**config.mk**
```make
export PLATFORM = sky130hd
export DESIGN_NAME = wdog_keyed_svc
export DESIGN_NICKNAME = d
export VERILOG_FILES = /design/src/rtl/wdog_pkg.sv /design/src/rtl/wdog_ctrl_regs.sv /design/src/rtl/wdog_key_seq.sv /design/src/rtl/wdog_countdown.sv /design/src/rtl/wdog_keyed_svc.sv
export SDC_FILE = /design/constraint.sdc
export NUM_CORES = 1
export LEC_CHECK = 0
export ABC_AREA = 1
export CORE_ASPECT_RATIO = 0.9
export CORE_MARGIN = 4
export CORE_UTILIZATION = 45
export DETAILED_ROUTE_END_ITERATION = 16
export DONT_BUFFER_PORTS = 1
export PLACE_DENSITY = 0.68
export SYNTH_ARGS = -nofsm -noshare
export SYNTH_HDL_FRONTEND = slang
export SYNTH_SLANG_ARGS = --single-unit
```
**constraint.sdc**
```tcl
create_clock -name clk -period 1.7 [get_ports clk]
set_input_delay 0 -clock clk [delete_from_list [all_inputs] [get_ports clk]]
set_output_delay 0 -clock clk [all_outputs]
set_load 0.05 [all_outputs]
```
**src/rtl/wdog_pkg.sv**
```systemverilog
package wdog_pkg;
  localparam int REG_W    = 16;
  localparam int TMO_W    = 8;
  localparam int TMO_LSB  = 8;
  localparam int B_RUN    = 7;
  localparam int B_SEL    = 6;
  localparam int B_SWRSTN = 5;
  localparam int B_EXTN   = 4;
  localparam int B_FRZ_LP = 3;
  localparam int B_FRZ_DB = 2;
  localparam int CTRL_OFS = 0;
  localparam int SVC_OFS  = 1;
  localparam logic [REG_W-1:0] KEY_ARM  = 16'h5555;
  localparam logic [REG_W-1:0] KEY_FIRE = 16'hAAAA;

  typedef enum logic {KEY_IDLE, KEY_ARMED} key_state_e;

  typedef struct packed {
    logic [TMO_W-1:0] tmo;
    logic             run;
    logic             sel_ext;
    logic             ext_n;
    logic             frz_lp;
    logic             frz_db;
  } ctrl_t;
endpackage

```
**src/rtl/wdog_ctrl_regs.sv**
```systemverilog
module wdog_ctrl_regs
  import wdog_pkg::*;
#(
  parameter int ADDR_W    = 2,
  parameter int PULSE_CYC = 16
) (
  input  logic              clk,
  input  logic              rst_n,
  input  logic              wr_i,
  input  logic [ADDR_W-1:0] addr_i,
  input  logic [REG_W-1:0]  wdata_i,
  output logic [REG_W-1:0]  rdata_o,
  output ctrl_t             ctrl_o,
  output logic              sw_rst_o
);
  localparam int PLS_W = $clog2(PULSE_CYC + 1);

  ctrl_t            ctrl_q, ctrl_d;
  logic [PLS_W-1:0] sw_cnt_q, sw_cnt_d;
  logic             ctrl_wr, sw_cnt_en;
  logic [1:0]       unused_low;

  assign ctrl_wr    = wr_i && (addr_i == ADDR_W'(CTRL_OFS));
  assign unused_low = wdata_i[1:0];

  always_comb begin
    ctrl_d = ctrl_q;
    if (ctrl_wr) begin
      ctrl_d.tmo     = wdata_i[TMO_LSB +: TMO_W];
      ctrl_d.run     = ctrl_q.run | wdata_i[B_RUN];
      ctrl_d.sel_ext = wdata_i[B_SEL];
      ctrl_d.ext_n   = wdata_i[B_EXTN];
      ctrl_d.frz_lp  = wdata_i[B_FRZ_LP];
      ctrl_d.frz_db  = wdata_i[B_FRZ_DB];
    end
  end

  always_comb begin
    sw_cnt_en = 1'b0;
    sw_cnt_d  = sw_cnt_q;
    if (ctrl_wr && !wdata_i[B_SWRSTN]) begin
      sw_cnt_en = 1'b1;
      sw_cnt_d  = PLS_W'(PULSE_CYC);
    end else if (sw_cnt_q != '0) begin
      sw_cnt_en = 1'b1;
      sw_cnt_d  = sw_cnt_q - PLS_W'(1);
    end
  end

  always_ff @(posedge clk or negedge rst_n) begin
    if (!rst_n) begin
      ctrl_q.tmo     <= '0;
      ctrl_q.run     <= 1'b0;
      ctrl_q.sel_ext <= 1'b0;
      ctrl_q.ext_n   <= 1'b1;
      ctrl_q.frz_lp  <= 1'b0;
      ctrl_q.frz_db  <= 1'b0;
    end else if (ctrl_wr) begin
      ctrl_q <= ctrl_d;
    end
  end

  always_ff @(posedge clk or negedge rst_n) begin
    if (!rst_n)         sw_cnt_q <= '0;
    else if (sw_cnt_en) sw_cnt_q <= sw_cnt_d;
  end

  always_comb begin
    rdata_o = '0;
    if (addr_i == ADDR_W'(CTRL_OFS)) begin
      rdata_o[TMO_LSB +: TMO_W] = ctrl_q.tmo;
      rdata_o[B_RUN]    = ctrl_q.run;
      rdata_o[B_SEL]    = ctrl_q.sel_ext;
      rdata_o[B_SWRSTN] = 1'b1;
      rdata_o[B_EXTN]   = ctrl_q.ext_n;
      rdata_o[B_FRZ_LP] = ctrl_q.frz_lp;
      rdata_o[B_FRZ_DB] = ctrl_q.frz_db;
    end
  end

  assign ctrl_o   = ctrl_q;
  assign sw_rst_o = (sw_cnt_q != '0);

  // the run bit never falls outside reset
  p_run_sticky_r2: assert property (@(posedge clk) disable iff (!rst_n)
    ctrl_q.run |=> ctrl_q.run);

  // a software reset write raises the request on the next cycle
  p_swrst_starts_r6: assert property (@(posedge clk) disable iff (!rst_n)
    (ctrl_wr && !wdata_i[B_SWRSTN]) |=> sw_rst_o);
endmodule

```
**src/rtl/wdog_key_seq.sv**
```systemverilog
module wdog_key_seq
  import wdog_pkg::*;
(
  input  logic             clk,
  input  logic             rst_n,
  input  logic             svc_wr_i,
  input  logic [REG_W-1:0] wdata_i,
  output logic             reload_o
);
  key_state_e state_q, state_d;

  always_comb begin
    state_d = state_q;
    if (svc_wr_i) begin
      if (wdata_i == KEY_ARM) state_d = KEY_ARMED;
      else                    state_d = KEY_IDLE;
    end
  end

  always_ff @(posedge clk or negedge rst_n) begin
    if (!rst_n)        state_q <= KEY_IDLE;
    else if (svc_wr_i) state_q <= state_d;
  end

  assign reload_o = svc_wr_i && (wdata_i == KEY_FIRE) && (state_q == KEY_ARMED);

  // any service word other than the arming key leaves the sequence unarmed
  p_foreign_word_disarms_r5: assert property (@(posedge clk) disable iff (!rst_n)
    (svc_wr_i && wdata_i != KEY_ARM) |=> (state_q == KEY_IDLE));
endmodule

```
**src/rtl/wdog_countdown.sv**
```systemverilog
module wdog_countdown
  import wdog_pkg::*;
#(
  parameter int PULSE_CYC = 16
) (
  input  logic             clk,
  input  logic             rst_n,
  input  logic             run_i,
  input  logic [TMO_W-1:0] tmo_i,
  input  logic             tick_i,
  input  logic             freeze_i,
  input  logic             reload_i,
  output logic             fire_o
);
  localparam int CNT_W = TMO_W + 1;
  localparam int PLS_W = $clog2(PULSE_CYC + 1);

  logic             live_q, live_d;
  logic             expired_q, expired_d;
  logic [CNT_W-1:0] cnt_q, cnt_d;
  logic [PLS_W-1:0] pls_q, pls_d;
  logic [CNT_W-1:0] full_cnt;
  logic             cnt_en, pls_en;

  assign full_cnt = {1'b0, tmo_i} + CNT_W'(1);

  always_comb begin
    live_d    = live_q | run_i;
    expired_d = expired_q;
    cnt_en    = 1'b0;
    cnt_d     = cnt_q;
    pls_en    = (pls_q != '0);
    pls_d     = (pls_q != '0) ? pls_q - PLS_W'(1) : pls_q;
    if (!live_q) begin
      cnt_en = 1'b1;
      cnt_d  = full_cnt;
    end else if (!expired_q) begin
      if (reload_i) begin
        cnt_en = 1'b1;
        cnt_d  = full_cnt;
      end else if (tick_i && !freeze_i) begin
        cnt_en = 1'b1;
        cnt_d  = cnt_q - CNT_W'(1);
        if (cnt_q == CNT_W'(1)) begin
          expired_d = 1'b1;
          pls_en    = 1'b1;
          pls_d     = PLS_W'(PULSE_CYC);
        end
      end
    end
  end

  always_ff @(posedge clk or negedge rst_n) begin
    if (!rst_n) begin
      live_q    <= 1'b0;
      expired_q <= 1'b0;
    end else begin
      live_q    <= live_d;
      expired_q <= expired_d;
    end
  end

  always_ff @(posedge clk or negedge rst_n) begin
    if (!rst_n)      cnt_q <= '0;
    else if (cnt_en) cnt_q <= cnt_d;
  end

  always_ff @(posedge clk or negedge rst_n) begin
    if (!rst_n)      pls_q <= '0;
    else if (pls_en) pls_q <= pls_d;
  end

  assign fire_o = (pls_q != '0);

  // expiry holds until reset
  p_expiry_holds_r11: assert property (@(posedge clk) disable iff (!rst_n)
    expired_q |=> expired_q);

  // a reload restores the full count from the field of that cycle
  p_reload_restores_r4: assert property (@(posedge clk) disable iff (!rst_n)
    (live_q && !expired_q && reload_i) |=> (cnt_q == ({1'b0, $past(tmo_i)} + CNT_W'(1))));

  // a frozen counter does not move without a reload
  p_frozen_holds_r9: assert property (@(posedge clk) disable iff (!rst_n)
    (live_q && !expired_q && freeze_i && !reload_i) |=> $stable(cnt_q));
endmodule

```
**src/rtl/wdog_keyed_svc.sv**
```systemverilog
module wdog_keyed_svc
  import wdog_pkg::*;
#(
  parameter int ADDR_W    = 2,
  parameter int PULSE_CYC = 16
) (
  input  logic              clk,
  input  logic              rst_n,
  input  logic              tick_i,
  input  logic              low_power_i,
  input  logic              debug_i,
  input  logic              bus_wr_i,
  input  logic [ADDR_W-1:0] bus_addr_i,
  input  logic [REG_W-1:0]  bus_wdata_i,
  output logic [REG_W-1:0]  bus_rdata_o,
  output logic              rst_int_o,
  output logic              rst_ext_o
);
  ctrl_t ctrl;
  logic  sw_rst, svc_wr, reload, freeze, fire;

  assign svc_wr = bus_wr_i && (bus_addr_i == ADDR_W'(SVC_OFS));
  assign freeze = (ctrl.frz_lp && low_power_i) || (ctrl.frz_db && debug_i);

  wdog_ctrl_regs #(.ADDR_W(ADDR_W), .PULSE_CYC(PULSE_CYC)) u_regs (
    .clk      (clk),
    .rst_n    (rst_n),
    .wr_i     (bus_wr_i),
    .addr_i   (bus_addr_i),
    .wdata_i  (bus_wdata_i),
    .rdata_o  (bus_rdata_o),
    .ctrl_o   (ctrl),
    .sw_rst_o (sw_rst)
  );

  wdog_key_seq u_key (
    .clk      (clk),
    .rst_n    (rst_n),
    .svc_wr_i (svc_wr),
    .wdata_i  (bus_wdata_i),
    .reload_o (reload)
  );

  wdog_countdown #(.PULSE_CYC(PULSE_CYC)) u_cnt (
    .clk      (clk),
    .rst_n    (rst_n),
    .run_i    (ctrl.run),
    .tmo_i    (ctrl.tmo),
    .tick_i   (tick_i),
    .freeze_i (freeze),
    .reload_i (reload),
    .fire_o   (fire)
  );

  assign rst_int_o = sw_rst || (fire && !ctrl.sel_ext);
  assign rst_ext_o = !ctrl.ext_n || (fire && ctrl.sel_ext);

  // with the run bit clear no timeout can begin
  p_idle_no_fire_r12: assert property (@(posedge clk) disable iff (!rst_n)
    (!ctrl.run && !fire) |=> !fire);
endmodule

```
==> results.sh <==
export IMPL_drtIter0Drc=173
export IMPL_grt_pass1_vias=1935
export IMPL_synthCells=311
export IMPL_status="finished clean"
export IMPL_hold_class="primary input to flip-flop"
export IMPL_endpoint_kind="output port"
export IMPL_drv_cap=0
export IMPL_rsz0062_at_grt="false"
export IMPL_antenna_found_initial=0
export IMPL_path_cells="inv_1 > ha_2 > nand2_1 > or2_4 > inv_4 > o21ai_1 > buf_4"
export IMPL_hold_viol_final=0
export IMPL_grt_max_degree=36
export IMPL_synth_edf_count=0
export IMPL_yosysTopAreaCell="dfrtp_1"
export IMPL_finalSetupViolCount=0
export IMPL_dp_hpwl_mm=3.59
export IMPL_ys_ff_latch=35
export IMPL_synth_area_top_cells="dfrtp_1 39%, nand2_1 16%, inv_1 9.0%"
export IMPL_die_w_um=81.2
export IMPL_synth_top_flop_cell="dfrtp_1"
export IMPL_num_fill_cells=425
export IMPL_cts_buffer_depth=2
export IMPL_ys_types=29
export IMPL_leakagePower_nw=1.46
export IMPL_syn_area_per_cell_um2=6.98
export IMPL_initial_utilization_pct=47.7
export IMPL_drc=0
export IMPL_finalNonFillerCells=416
export IMPL_seq_area_frac_synth_pct=40.4
export IMPL_grt_pass1_wl_mm=8.75
export IMPL_fin_crit_sh_pct=93.2
export IMPL_cp_arrival_ns=1.59
export IMPL_area_growth_synth_to_final_pct=23.6
export IMPL_required_ns=1.70
export IMPL_gr_total_overflow=0
export IMPL_fin_skew_ns=0.00713
export IMPL_numCtsBuffers=5
export IMPL_wl_per_cell_um=12.3
export IMPL_finalWirelength_mm=5.11
export IMPL_portBuffers=0
export IMPL_insertion_delay_ns=0.29
export IMPL_vias_per_cell=4.93
export IMPL_core_area_um2=4550
export IMPL_clock_sinks=35
export IMPL_slowest_stage="dfrtp_1"
export IMPL_gp_routability_congestion=0.839
export IMPL_crit_type="flip-flop to output port"
export IMPL_rows=23
export IMPL_max_freq_mhz=631
export IMPL_chipHeight_um=73.9
export IMPL_die_area_um2=6000
export IMPL_path_clk_slew_ns=0.07
export IMPL_drv_slew=0
export IMPL_power_mw=2.34
export IMPL_power_density_nw_per_um2=870
export IMPL_ios=42
export IMPL_yosysMostFrequentCell="nand2_1"
export IMPL_clockRootBuffer="clkbuf_8"
export IMPL_h_tree_depth=2
export IMPL_firstDrtPassIters=4
export IMPL_cts_tree="built"
export IMPL_diodes=0
export IMPL_ant_nets=0
export IMPL_synth_top_cells_by_count="92 x nand2_1, 52 x inv_1, 38 x nor2_1"
export IMPL_vias=2052
export IMPL_critPathMaxFanout=5
export IMPL_grt_usage_pct=19.2
export IMPL_async_flop_share_pct=100
export IMPL_critPathLaunchType="flip-flop"
export IMPL_ir_drop_v=0.000684
export IMPL_yosys_warnings=0
export IMPL_layout_drive_gt1_share_pct=11.9
export IMPL_cpPeakStageDelay_ns=0.39
export IMPL_fin_nets=383
export IMPL_syn_area_um2=2170
export IMPL_dp_cells=386
export IMPL_min_period_ns=1.59
export IMPL_synth_top_area_share_pct=39.2
critical path, delay by kind of cell, from the launching register on:
| family | cells | cell delay [ns] |
|---|---|---|
| AND/OR/NAND/NOR | 2 | 0.33 |
| AO/OA/AOI/OAI | 1 | 0.06 |
| buffers and inverters | 3 | 0.33 |
| adder cells (fa/ha/maj) | 1 | 0.18 |
| flip-flops | 1 | 0.39 |
sequential cells by signal, indices dropped and copies added, names as in the netlist:
| signal | flops |
|---|---|
| u_cnt.expired_q | 1 |
| u_cnt.live_q | 1 |
| u_regs.ctrl_o | 13 |
| u_regs.sw_cnt_q | 5 |
| u_cnt.pls_q | 5 |
| u_key.state_q | 1 |
| u_cnt.cnt_q | 9 |
area by class of cell:
class	instances	area, um^2	area share (%)
inverter	53	201	7.51
multi-input combinational	216	1060	39.4
clock inverter	1	5.00	0.186
clock buffer	7	86.3	3.22
sequential	35	877	32.7
tap	62	77.6	2.89
timing repair buffer	42	379	14.1
report_power, final:
group / switching (mW) / internal [mW] / leakage (nW)
Sequential: 0.0886 / 0.953 / 0.421
Clock: 0.298 / 0.327 / 0.0482
Combinational: 0.409 / 0.261 / 0.991
routing by layer:
metal	vias up	wire, um	GRT usage (%)
met4	0	83	7.69
met3	9	249	4.78
met5	-	0	0
met1	961	2310	23.2
met2	47	2470	32.6
li1	1035	-	-
what timing repair did:
item | in CTS | in global routing
hold buffers | 20 | 0
gates resized for setup | 2 | 3
setup buffers | 1 | 1
endpoints found under the hold margin | 50 | 0
setup endpoints to repair | 2 | 2
cells in the final DEF, fill, tap and decap left out, drive strengths merged, types with 6 or more instances in the layout:
| cell | count |
|---|---|
| xor2 | 9 |
| nor2 | 38 |
| nand2 | 94 |
| inv | 53 |
| nand3 | 22 |
| dfrtp | 34 |
| clkbuf | 7 |
| dlygate4sd3 | 19 |
| buf | 23 |
| o21ai | 22 |
| ha | 6 |
metrics by stage:
step / util (%) / hold WS [ns] / TNS (ns) / setup WS [ns] / instance area, um^2
finish: 59.0 / 0.0220 / 0 / 0.115 / 2680
global placement: 51.8 / -0.295 / 0 / 0.297 / 2360
CTS: 58.7 / 0.0181 / 0 / 0.00620 / 2670
detailed placement: 51.8 / -0.295 / 0 / 0.237 / 2360
floorplan: - / -0.296 / -0.518 / -0.259 / 2180
global route: 59.0 / 0.0490 / 0 / 0.0283 / 2680
final timing paths:
kind,startpoint,endpoint,slack [ns],cells past startpoint
min in group asynchronous,rst_n,u_cnt.live_q$_DFF_PN0_,0.19,2
worst max-delay path,u_cnt.pls_q[1]$_DFFE_PN0P_,rst_ext_o,0.11,7
worst min register to register,u_regs.ctrl_o[4]$_DFFE_PN0P_,u_cnt.live_q$_DFF_PN0_,0.45,1
worst min-delay path,tick_i,u_cnt.expired_q$_DFFE_PN0P_,0.02,4
worst max register to register,u_cnt.cnt_q[0]$_DFFE_PN0P_,u_cnt.cnt_q[8]$_DFFE_PN0P_,0.30,9
max in group asynchronous,rst_n,u_regs.ctrl_o[2]$_DFFE_PN1P_,1.25,2
kinds of logic (layout without fill, tap and decap cells):
kind of cell	count (synthesis)	count (layout)	synth area share [%]
fa+ha+maj	6	6	3.46
simple gates	168	168	33.0
buf+inv	61	103	11.4
flops	35	35	40.4
xor+xnor	11	11	4.44
compound gates	29	29	7.09
other cells	1	2	0.173
Power figures use the tool's default switching activity.
